<file path="config.mk">
export PLATFORM = sky130hd
export DESIGN_NAME = key_auth
export DESIGN_NICKNAME = d
export VERILOG_FILES = /design/src/rtl/key_auth_pkg.sv /design/src/rtl/key_auth_cmp.sv /design/src/rtl/key_auth_store.sv /design/src/rtl/key_auth_regs.sv /design/src/rtl/key_auth.sv
export SDC_FILE = /design/constraint.sdc
export NUM_CORES = 1
export LEC_CHECK = 0
export ABC_AREA = 1
export CAP_MARGIN = 10
export CORE_MARGIN = 5
export CORE_UTILIZATION = 59
export CTS_CLUSTER_DIAMETER = 200
export DETAILED_ROUTE_END_ITERATION = 12
export PLACE_DENSITY = 0.83
export SLEW_MARGIN = 20
export SYNTH_ARGS = -nofsm -noshare
export SYNTH_HDL_FRONTEND = slang
export SYNTH_HIERARCHICAL = 1
export SYNTH_SLANG_ARGS = --single-unit
</file>
<file path="constraint.sdc">
create_clock -name clk -period 3.4 [get_ports clk]
set_clock_uncertainty 0.2 [all_clocks]
set_input_delay 0.68 -clock clk [delete_from_list [all_inputs] [get_ports clk]]
set_output_delay 0.68 -clock clk [all_outputs]
set_load 0.02 [all_outputs]
</file>
<file path="src/rtl/key_auth_pkg.sv">
// Shared register offsets and control bit positions for the key authenticator.
// Assumes byte addressing on a 32-bit data bus.
package key_auth_pkg;
    localparam int unsigned CTRL_OFFSET    = 'h000;
    localparam int unsigned KEY_OFFSET     = 'h080;
    localparam int unsigned VERDICT_OFFSET = 'h100;

    localparam int unsigned CTRL_BUSY_BIT = 0;
    localparam int unsigned CTRL_DONE_BIT = 1;
    localparam int unsigned CTRL_IDLE_BIT = 2;

    localparam logic [1:0] RESP_OKAY = 2'b00;
endpackage

</file>
<file path="src/rtl/key_auth_cmp.sv">
// Sequential constant-time comparator. It walks the candidate against SECRET
// one chunk per cycle through a two-stage pipeline and ORs mismatches into a
// sticky flag. The run lasts NCHUNK+2 cycles regardless of data.
// Assumes start_i is only raised while idle and that cand_i is held stable
// during a run.
module key_auth_cmp #(
    parameter int KEY_W   = 256,
    parameter int CHUNK_W = 8,
    parameter logic [KEY_W-1:0] SECRET = '0,
    localparam int NCHUNK = KEY_W / CHUNK_W,
    localparam int LAT    = NCHUNK + 2
) (
    input  logic             clk,
    input  logic             rst_n,
    input  logic             start_i,
    input  logic [KEY_W-1:0] cand_i,
    input  logic             full_i,
    output logic             busy_o,
    output logic             done_o,
    output logic             match_o
);
    localparam int CNT_W = $clog2(LAT);
    localparam int IDX_W = $clog2(NCHUNK);

    logic [NCHUNK-1:0] chunk_diff;
    logic [CNT_W-1:0]  cnt_q;
    logic              busy_q, v_q, diff_q, acc_q, full_q;

    // Per-chunk inequality against the embedded secret
    for (genvar c = 0; c < NCHUNK; c++) begin : g_chunk
        assign chunk_diff[c] = |(cand_i[c*CHUNK_W +: CHUNK_W] ^ SECRET[c*CHUNK_W +: CHUNK_W]);
    end

    // Run sequencer: chunk select stage, mismatch accumulate stage, end count
    always_ff @(posedge clk) begin
        if (!rst_n) begin
            busy_q <= 1'b0;
            cnt_q  <= '0;
            v_q    <= 1'b0;
            diff_q <= 1'b0;
            acc_q  <= 1'b0;
            full_q <= 1'b0;
        end else if (start_i) begin
            busy_q <= 1'b1;
            cnt_q  <= '0;
            v_q    <= 1'b0;
            diff_q <= 1'b0;
            acc_q  <= 1'b0;
            full_q <= full_i;
        end else if (busy_q) begin
            v_q    <= (cnt_q < CNT_W'(NCHUNK));
            diff_q <= chunk_diff[cnt_q[IDX_W-1:0]];
            acc_q  <= acc_q | (v_q & diff_q);
            if (cnt_q == CNT_W'(LAT - 1)) busy_q <= 1'b0;
            else                          cnt_q  <= cnt_q + 1'b1;
        end
    end

    assign busy_o  = busy_q;
    assign done_o  = busy_q && (cnt_q == CNT_W'(LAT - 1));
    assign match_o = full_q & ~acc_q;

    // the register file must never launch a run on top of a live one
    p_start_when_idle_r9: assert property (@(posedge clk) disable iff (!rst_n)
        start_i |-> !busy_q);
    // a completion is a single pulse that ends the run
    p_done_ends_run_r5: assert property (@(posedge clk) disable iff (!rst_n)
        done_o |=> !busy_o && !done_o);
endmodule

</file>
<file path="src/rtl/key_auth_store.sv">
// Candidate key store with one written flag per byte. Byte strobes select the
// lanes that update. clr_i wipes every written flag but keeps the key bits.
// Assumes we_i and clr_i never coincide (writes are blocked during a run).
module key_auth_store #(
    parameter int KEY_W  = 256,
    parameter int DATA_W = 32,
    localparam int NWORDS = KEY_W / DATA_W,
    localparam int BPW    = DATA_W / 8,
    localparam int NBYTES = KEY_W / 8,
    localparam int IDX_W  = $clog2(NWORDS)
) (
    input  logic              clk,
    input  logic              rst_n,
    input  logic              we_i,
    input  logic [IDX_W-1:0]  idx_i,
    input  logic [DATA_W-1:0] wdata_i,
    input  logic [BPW-1:0]    wstrb_i,
    input  logic              clr_i,
    output logic [KEY_W-1:0]  cand_o,
    output logic              full_o
);
    logic [KEY_W-1:0]  cand_q;
    logic [NBYTES-1:0] mask_q;

    // Byte-lane updates of key bits and written flags
    always_ff @(posedge clk) begin
        if (!rst_n) begin
            cand_q <= '0;
            mask_q <= '0;
        end else begin
            if (clr_i) mask_q <= '0;
            if (we_i) begin
                for (int b = 0; b < BPW; b++) begin
                    if (wstrb_i[b]) begin
                        cand_q[(int'(idx_i)*BPW + b)*8 +: 8] <= wdata_i[b*8 +: 8];
                        mask_q[int'(idx_i)*BPW + b]          <= 1'b1;
                    end
                end
            end
        end
    end

    assign cand_o = cand_q;
    assign full_o = &mask_q;

    // completion wipes the written flags
    p_mask_clear_r7: assert property (@(posedge clk) disable iff (!rst_n)
        clr_i |=> (mask_q == '0));
    // a write with no strobes leaves the flags alone
    p_no_strobe_r3: assert property (@(posedge clk) disable iff (!rst_n)
        (we_i && wstrb_i == '0 && !clr_i) |=> $stable(mask_q));
endmodule

</file>
<file path="src/rtl/key_auth_regs.sv">
// AXI4-Lite slave front end. It decodes the control, key window and verdict
// offsets, raises the start pulse, and holds the sticky done flag and the
// verdict. Assumes single-beat, non-overlapping transactions and responds
// OKAY to every access.
module key_auth_regs
    import key_auth_pkg::*;
#(
    parameter int ADDR_W = 9,
    parameter int DATA_W = 32,
    parameter int NWORDS = 8,
    localparam int IDX_W = $clog2(NWORDS)
) (
    input  logic              clk,
    input  logic              rst_n,
    input  logic [ADDR_W-1:0] awaddr,
    input  logic              awvalid,
    output logic              awready,
    input  logic              wdata0,
    input  logic              wstrb0,
    input  logic              wvalid,
    output logic              wready,
    output logic [1:0]        bresp,
    output logic              bvalid,
    input  logic              bready,
    input  logic [ADDR_W-1:0] araddr,
    input  logic              arvalid,
    output logic              arready,
    output logic [DATA_W-1:0] rdata,
    output logic [1:0]        rresp,
    output logic              rvalid,
    input  logic              rready,
    input  logic              busy_i,
    input  logic              done_i,
    input  logic              match_i,
    output logic              key_we_o,
    output logic [IDX_W-1:0]  key_idx_o,
    output logic              start_o
);
    logic              bvalid_q, rvalid_q, done_q, verdict_q;
    logic [DATA_W-1:0] rdata_q, rd_word;
    logic [ADDR_W-1:0] w_off, r_off;
    logic              wr_fire, rd_fire, w_ctrl, w_key, r_ctrl, r_key, r_verd;

    // Address decode for both channels
    always_comb begin
        w_off  = awaddr - ADDR_W'(KEY_OFFSET);
        r_off  = araddr - ADDR_W'(KEY_OFFSET);
        w_ctrl = (awaddr == ADDR_W'(CTRL_OFFSET));
        w_key  = (w_off[1:0] == 2'b00) && (w_off[ADDR_W-1:2] < (ADDR_W-2)'(NWORDS));
        r_ctrl = (araddr == ADDR_W'(CTRL_OFFSET));
        r_key  = (r_off[1:0] == 2'b00) && (r_off[ADDR_W-1:2] < (ADDR_W-2)'(NWORDS));
        r_verd = (araddr == ADDR_W'(VERDICT_OFFSET));
    end

    assign wr_fire   = awvalid && wvalid && !bvalid_q;
    assign rd_fire   = arvalid && !rvalid_q;
    assign awready   = wr_fire;
    assign wready    = wr_fire;
    assign arready   = !rvalid_q;
    assign key_we_o  = wr_fire && w_key && !busy_i;
    assign key_idx_o = w_off[IDX_W+1:2];
    assign start_o   = wr_fire && w_ctrl && wstrb0 && wdata0 && !busy_i;

    // Read data mux; key window and unmapped offsets read as zero
    always_comb begin
        rd_word = '0;
        if (r_ctrl) begin
            rd_word[CTRL_BUSY_BIT] = busy_i;
            rd_word[CTRL_DONE_BIT] = done_q;
            rd_word[CTRL_IDLE_BIT] = !busy_i;
        end else if (r_verd) begin
            rd_word[0] = verdict_q;
        end else if (r_key) begin
            rd_word = '0;
        end
    end

    // Response channel state, sticky done flag, and verdict register
    always_ff @(posedge clk) begin
        if (!rst_n) begin
            bvalid_q  <= 1'b0;
            rvalid_q  <= 1'b0;
            rdata_q   <= '0;
            done_q    <= 1'b0;
            verdict_q <= 1'b0;
        end else begin
            if (wr_fire)                 bvalid_q <= 1'b1;
            else if (bready)             bvalid_q <= 1'b0;
            if (rd_fire) begin
                rvalid_q <= 1'b1;
                rdata_q  <= rd_word;
            end else if (rready) begin
                rvalid_q <= 1'b0;
            end
            if (done_i)                  done_q <= 1'b1;
            else if (rd_fire && r_ctrl)  done_q <= 1'b0;
            if (start_o)                 verdict_q <= 1'b0;
            else if (done_i)             verdict_q <= match_i;
        end
    end

    assign bvalid = bvalid_q;
    assign bresp  = RESP_OKAY;
    assign rvalid = rvalid_q;
    assign rdata  = rdata_q;
    assign rresp  = RESP_OKAY;

    // a pending write response survives until taken
    p_bvalid_hold_r2: assert property (@(posedge clk) disable iff (!rst_n)
        (bvalid_q && !bready) |=> bvalid_q);
    // pending read data stays put until taken
    p_rdata_hold_r2: assert property (@(posedge clk) disable iff (!rst_n)
        (rvalid_q && !rready) |=> (rvalid_q && $stable(rdata_q)));
    // verdict changes only at a start or a completion
    p_verdict_hold_r11: assert property (@(posedge clk) disable iff (!rst_n)
        (!start_o && !done_i) |=> $stable(verdict_q));
    // completion always leaves done visible
    p_done_set_r8: assert property (@(posedge clk) disable iff (!rst_n)
        done_i |=> done_q);
endmodule

</file>
<file path="src/rtl/key_auth.sv">
// Top level of the key authenticator: register file, candidate store and
// constant-time comparator. SECRET is fixed at elaboration and is wired
// only into the comparator.
module key_auth #(
    parameter int ADDR_W  = 9,
    parameter int DATA_W  = 32,
    parameter int KEY_W   = 256,
    parameter int CHUNK_W = 8,
    parameter logic [KEY_W-1:0] SECRET =
        256'h6d2e_91c4_07ab_f358_c1e0_4a97_3b62_d8f5_a4c7_1e09_5b3d_82f6_e913_7ac0_4d58_b26f
) (
    input  logic              clk,
    input  logic              rst_n,
    input  logic [ADDR_W-1:0] s_awaddr,
    input  logic              s_awvalid,
    output logic              s_awready,
    input  logic [DATA_W-1:0] s_wdata,
    input  logic [DATA_W/8-1:0] s_wstrb,
    input  logic              s_wvalid,
    output logic              s_wready,
    output logic [1:0]        s_bresp,
    output logic              s_bvalid,
    input  logic              s_bready,
    input  logic [ADDR_W-1:0] s_araddr,
    input  logic              s_arvalid,
    output logic              s_arready,
    output logic [DATA_W-1:0] s_rdata,
    output logic [1:0]        s_rresp,
    output logic              s_rvalid,
    input  logic              s_rready
);
    localparam int NWORDS = KEY_W / DATA_W;
    localparam int IDX_W  = $clog2(NWORDS);
    localparam int LAT    = KEY_W / CHUNK_W + 2;
    localparam int LCNT_W = $clog2(LAT + 1);

    logic             key_we, start, busy, done, match, full;
    logic [IDX_W-1:0] key_idx;
    logic [KEY_W-1:0] cand;

    key_auth_regs #(.ADDR_W(ADDR_W), .DATA_W(DATA_W), .NWORDS(NWORDS)) u_regs (
        .clk(clk), .rst_n(rst_n),
        .awaddr(s_awaddr), .awvalid(s_awvalid), .awready(s_awready),
        .wdata0(s_wdata[0]), .wstrb0(s_wstrb[0]), .wvalid(s_wvalid), .wready(s_wready),
        .bresp(s_bresp), .bvalid(s_bvalid), .bready(s_bready),
        .araddr(s_araddr), .arvalid(s_arvalid), .arready(s_arready),
        .rdata(s_rdata), .rresp(s_rresp), .rvalid(s_rvalid), .rready(s_rready),
        .busy_i(busy), .done_i(done), .match_i(match),
        .key_we_o(key_we), .key_idx_o(key_idx), .start_o(start)
    );

    key_auth_store #(.KEY_W(KEY_W), .DATA_W(DATA_W)) u_store (
        .clk(clk), .rst_n(rst_n),
        .we_i(key_we), .idx_i(key_idx), .wdata_i(s_wdata), .wstrb_i(s_wstrb),
        .clr_i(done), .cand_o(cand), .full_o(full)
    );

    key_auth_cmp #(.KEY_W(KEY_W), .CHUNK_W(CHUNK_W), .SECRET(SECRET)) u_cmp (
        .clk(clk), .rst_n(rst_n),
        .start_i(start), .cand_i(cand), .full_i(full),
        .busy_o(busy), .done_o(done), .match_o(match)
    );

    // Independent cycle count since the last start, used only by the latency check
    logic [LCNT_W-1:0] since_start_q;
    always_ff @(posedge clk) begin
        if (!rst_n)                             since_start_q <= '0;
        else if (start)                         since_start_q <= '0;
        else if (since_start_q != LCNT_W'(LAT)) since_start_q <= since_start_q + 1'b1;
    end

    // completion falls exactly LAT-1 cycles after the start cycle
    p_fixed_latency_r5: assert property (@(posedge clk) disable iff (!rst_n)
        done |-> (since_start_q == LCNT_W'(LAT - 1)));
    // an incomplete candidate can never match
    p_partial_reject_r7: assert property (@(posedge clk) disable iff (!rst_n)
        (start && !full) |=> !match);
    // the candidate store never takes a write during a run
    p_no_key_write_busy_r10: assert property (@(posedge clk) disable iff (!rst_n)
        busy |-> !key_we);
endmodule

</file>
==> impl_metrics.yaml <==
clocking:
  max-clock-path-buffers: 3
  clkSinkCount: 306
  cts-root-buf: "clkbuf_16"
  clk_pin_slew_ps: 60
  ctsHtreeMaxLevel: 1
  cts.repair.resized: 0
  numCtsBuffers: 31
  cts_tree: "done"
  cts_setup_buffers: 0
  ctsHoldBuffers: 0
  clk_latency_ps: 580
floorplanning:
  ios: 102
  die_y_um: 162
  die_x_um: 162
  dieArea_mm2: 0.0262
  coreArea_mm2: 0.0227
  start_util_pct: 59.9
  row_count: 55
flow_run:
  maxCapViolCount: 0
setup_path:
  critPathArrivalTime_ps: 3360
  startpoint_type: "input pin"
  path_class: "in -> reg"
  cp_slowest_stage_delay_ps: 590
  endpoint_kind: "flop"
  path_common_cell: "nor2_1"
  path_max_fanout: 11
  crit_chain: "clkdlybuf4s50_1 > inv_1 > nor2_1 > nand2_2 > nor3_1 > nand2_1 > inv_1 > buf_4 > nand2_1 > nor3_2 > nor2_1 > nor2_1"
  required_ps: 3700
  slowest_stage: "nor3_1"
timing:
  whs_ps: 248
  timing.fmax_mhz: 326
  final_hold_viol_count: 0
  timing.final.crit_share_pct: 90.1
  min_period_ps: 3060
  slew_headroom_pct: 38.2
  slew_violations: 0
  setup-tns-final_ps: 0
  fin_ws_ps: 337
  tightest_slew_ps: 925
  setup_viol: 0
  rsz0062_at_grt: "no"
placement:
  pre_cts_ws_ps: -141
  portBuffers: 68
  dpl.hpwl_mm: 24.9
  place_congestion: 0.922
layout:
  antenna_cells: 0
  nets: 2075
  utilization_pct: 67.8
  seqCellArea_mm2: 0.00613
  fill_cells: 1885
  multi_input_area_mm2: 0.00642
  area_growth_syn_to_layout_pct: 13.2
  drive_above_1_share_pct: 6.11
synth:
  yosysUniqueCellTypes: 39
  synth-xor-area-share_pct: 0
  synth.cell_area_mm2: 0.0136
  synth-compound-area-share_pct: 12.8
  synth_edf_count: 0
  synth_seq_area_share_pct: 45.0
  synth_simple_gate_area_share_pct: 32.7
  syn_avg_cell_area_um2: 6.95
  yosys_warnings: 6
  synth_adder_area_share_pct: 0.828
  synth_async_sr_flop_share_pct: 0
  synthMuxAreaShare_pct: 0
  synth_seq_cells: 306
  ys.flop_type: "dfxtp_1"
  synth_cells: 1959
  synth_top_family_by_area: "simple AND/OR/NAND/NOR gates"
pwr:
  leakage_nw: 6.10
  ir_drop_mv: 0.483
  power_density_mw_per_mm2: 483
run_status:
  status: "finished clean"
grt:
  antenna_found_initial: 0
  grt_pass1_vias: 11918
  grt_pass1_wl_mm: 58.5
  grt.overflow.total: 0
  grt_max_degree: 105
  track_usage_pct: 26.5
drt:
  drc: 0
  wl_mm: 36.6
  drt-initial-drc-count: 1451
  ant_nets: 0
  dr.pass1.iters: 6
  routed-via-count: 13056
  avgRoutedWirePerCell_um: 15.8
  avgViaCountPerCell: 5.64
min_path:
  hp-class: "reg -> reg"
worst paths after layout:
kind / from / end / slack (ps) / cells past startpoint
max: s_wvalid / u_store/cand_o[133] / 340 / 12
min reg2reg: u_store/cand_o[154] / u_store/cand_o[154] / 250 / 2
min: u_store/cand_o[154] / u_store/cand_o[154] / 250 / 2
max reg2reg: u_cmp/busy_o / u_store/cand_o[133] / 480 / 10
cell usage after synthesis, types with 2 or more instances:
cell	n	area [µm²]
buf_1	7	26.3
a22oi_1	4	30.0
nor2_1	541	2030
nand4_1	56	350
ha_1	9	113
o21ai_0	192	961
nand3b_1	6	45.0
nand3_1	85	425
clkbuf_1	51	191
buf_6	3	33.8
and3_1	4	25.0
nor2_4	5	56.3
a21oi_1	142	711
nand3_2	2	20.0
buf_2	24	120
nand2_2	5	31.3
nor2_2	4	25.0
a211oi_1	3	22.5
nand2_4	2	22.5
nand2_1	230	863
buf_4	41	308
inv_2	10	37.5
dfxtp_1	306	6130
nor3_1	92	460
or2_1	2	12.5
inv_1	120	450
sequential cells by signal (all words and copies together), names as in the netlist, 3 cells and up:
register	count
u_store/mask_q	32
u_regs/rdata	3
u_cmp/cnt_q	6
u_store/cand_o	256
cell usage in the layout, fill, tap and decap left out, types with 2 or more instances in the layout:
cell type / count
nand3_1: 85
and3_1: 4
bufinv_16: 2
inv_1: 120
clkinv_2: 5
nor2_2: 4
nand2_4: 2
clkbuf_8: 5
ha_1: 9
nand3_2: 2
dfxtp_1: 306
clkinvlp_4: 4
nand2_2: 5
nor2_4: 5
clkdlybuf4s50_1: 66
buf_4: 39
nor3_1: 92
or2_1: 2
nand3b_1: 6
a22oi_1: 4
inv_2: 10
o21ai_0: 192
nand2_1: 230
clkbuf_1: 8
nor2_1: 541
clkbuf_16: 31
nand4_1: 56
a211oi_1: 3
conb_1: 33
a21oi_1: 142
layer usage:
metal / up-vias / track usage, % / part of all wire [%]
li1: 6412 / - / -
met1: 5952 / 34.6 / 41
met2: 593 / 45.6 / 48
met3: 99 / 3.37 / 7.8
met4: 0 / 9.03 / 3.2
met5: - / 0 / 0
cell type report:
class | instances | area share (%)
multi-input cells | 1427 | 41.7
flip-flops and latches | 306 | 39.8
repair buffers | 107 | 6.35
clock buffers | 44 | 5.68
inverters | 132 | 3.25
well taps | 285 | 2.31
clock inverters | 13 | 0.950
report_power, final:
part / internal [mW] / total (mW) / switching, mW / leakage (nW)
clock: 1.95 / 3.39 / 1.44 / 0.492
sequential: 3.59 / 3.59 / 0.00150 / 2.46
combinational: 0.134 / 0.462 / 0.328 / 3.15
logic make-up after synthesis:
logic type,count (synthesis)
AND/OR/NAND/NOR,1042
other,1
buffers and inverters,258
flip-flops,306
adder cells (fa/ha/maj),9
AO/OA/AOI/OAI,343
stage by stage:
step / power (mW) / std cells / area [µm²]
finish: 7.44 / 2314 / 15400
global route: 7.66 / 2314 / 15400
CTS: 7.47 / 2314 / 15400
detailed placement: 4.11 / 2257 / 14400
global placement: 4.11 / 2257 / 14400
floorplan: 3.97 / 1991 / 13700
worst max-delay path: cells and delay by family:
kind	cells	cell delay [ps]
and+or+nand+nor	8	1760
buffers and inverters	4	900
Note: power is estimated with default switching activity, not from simulation.
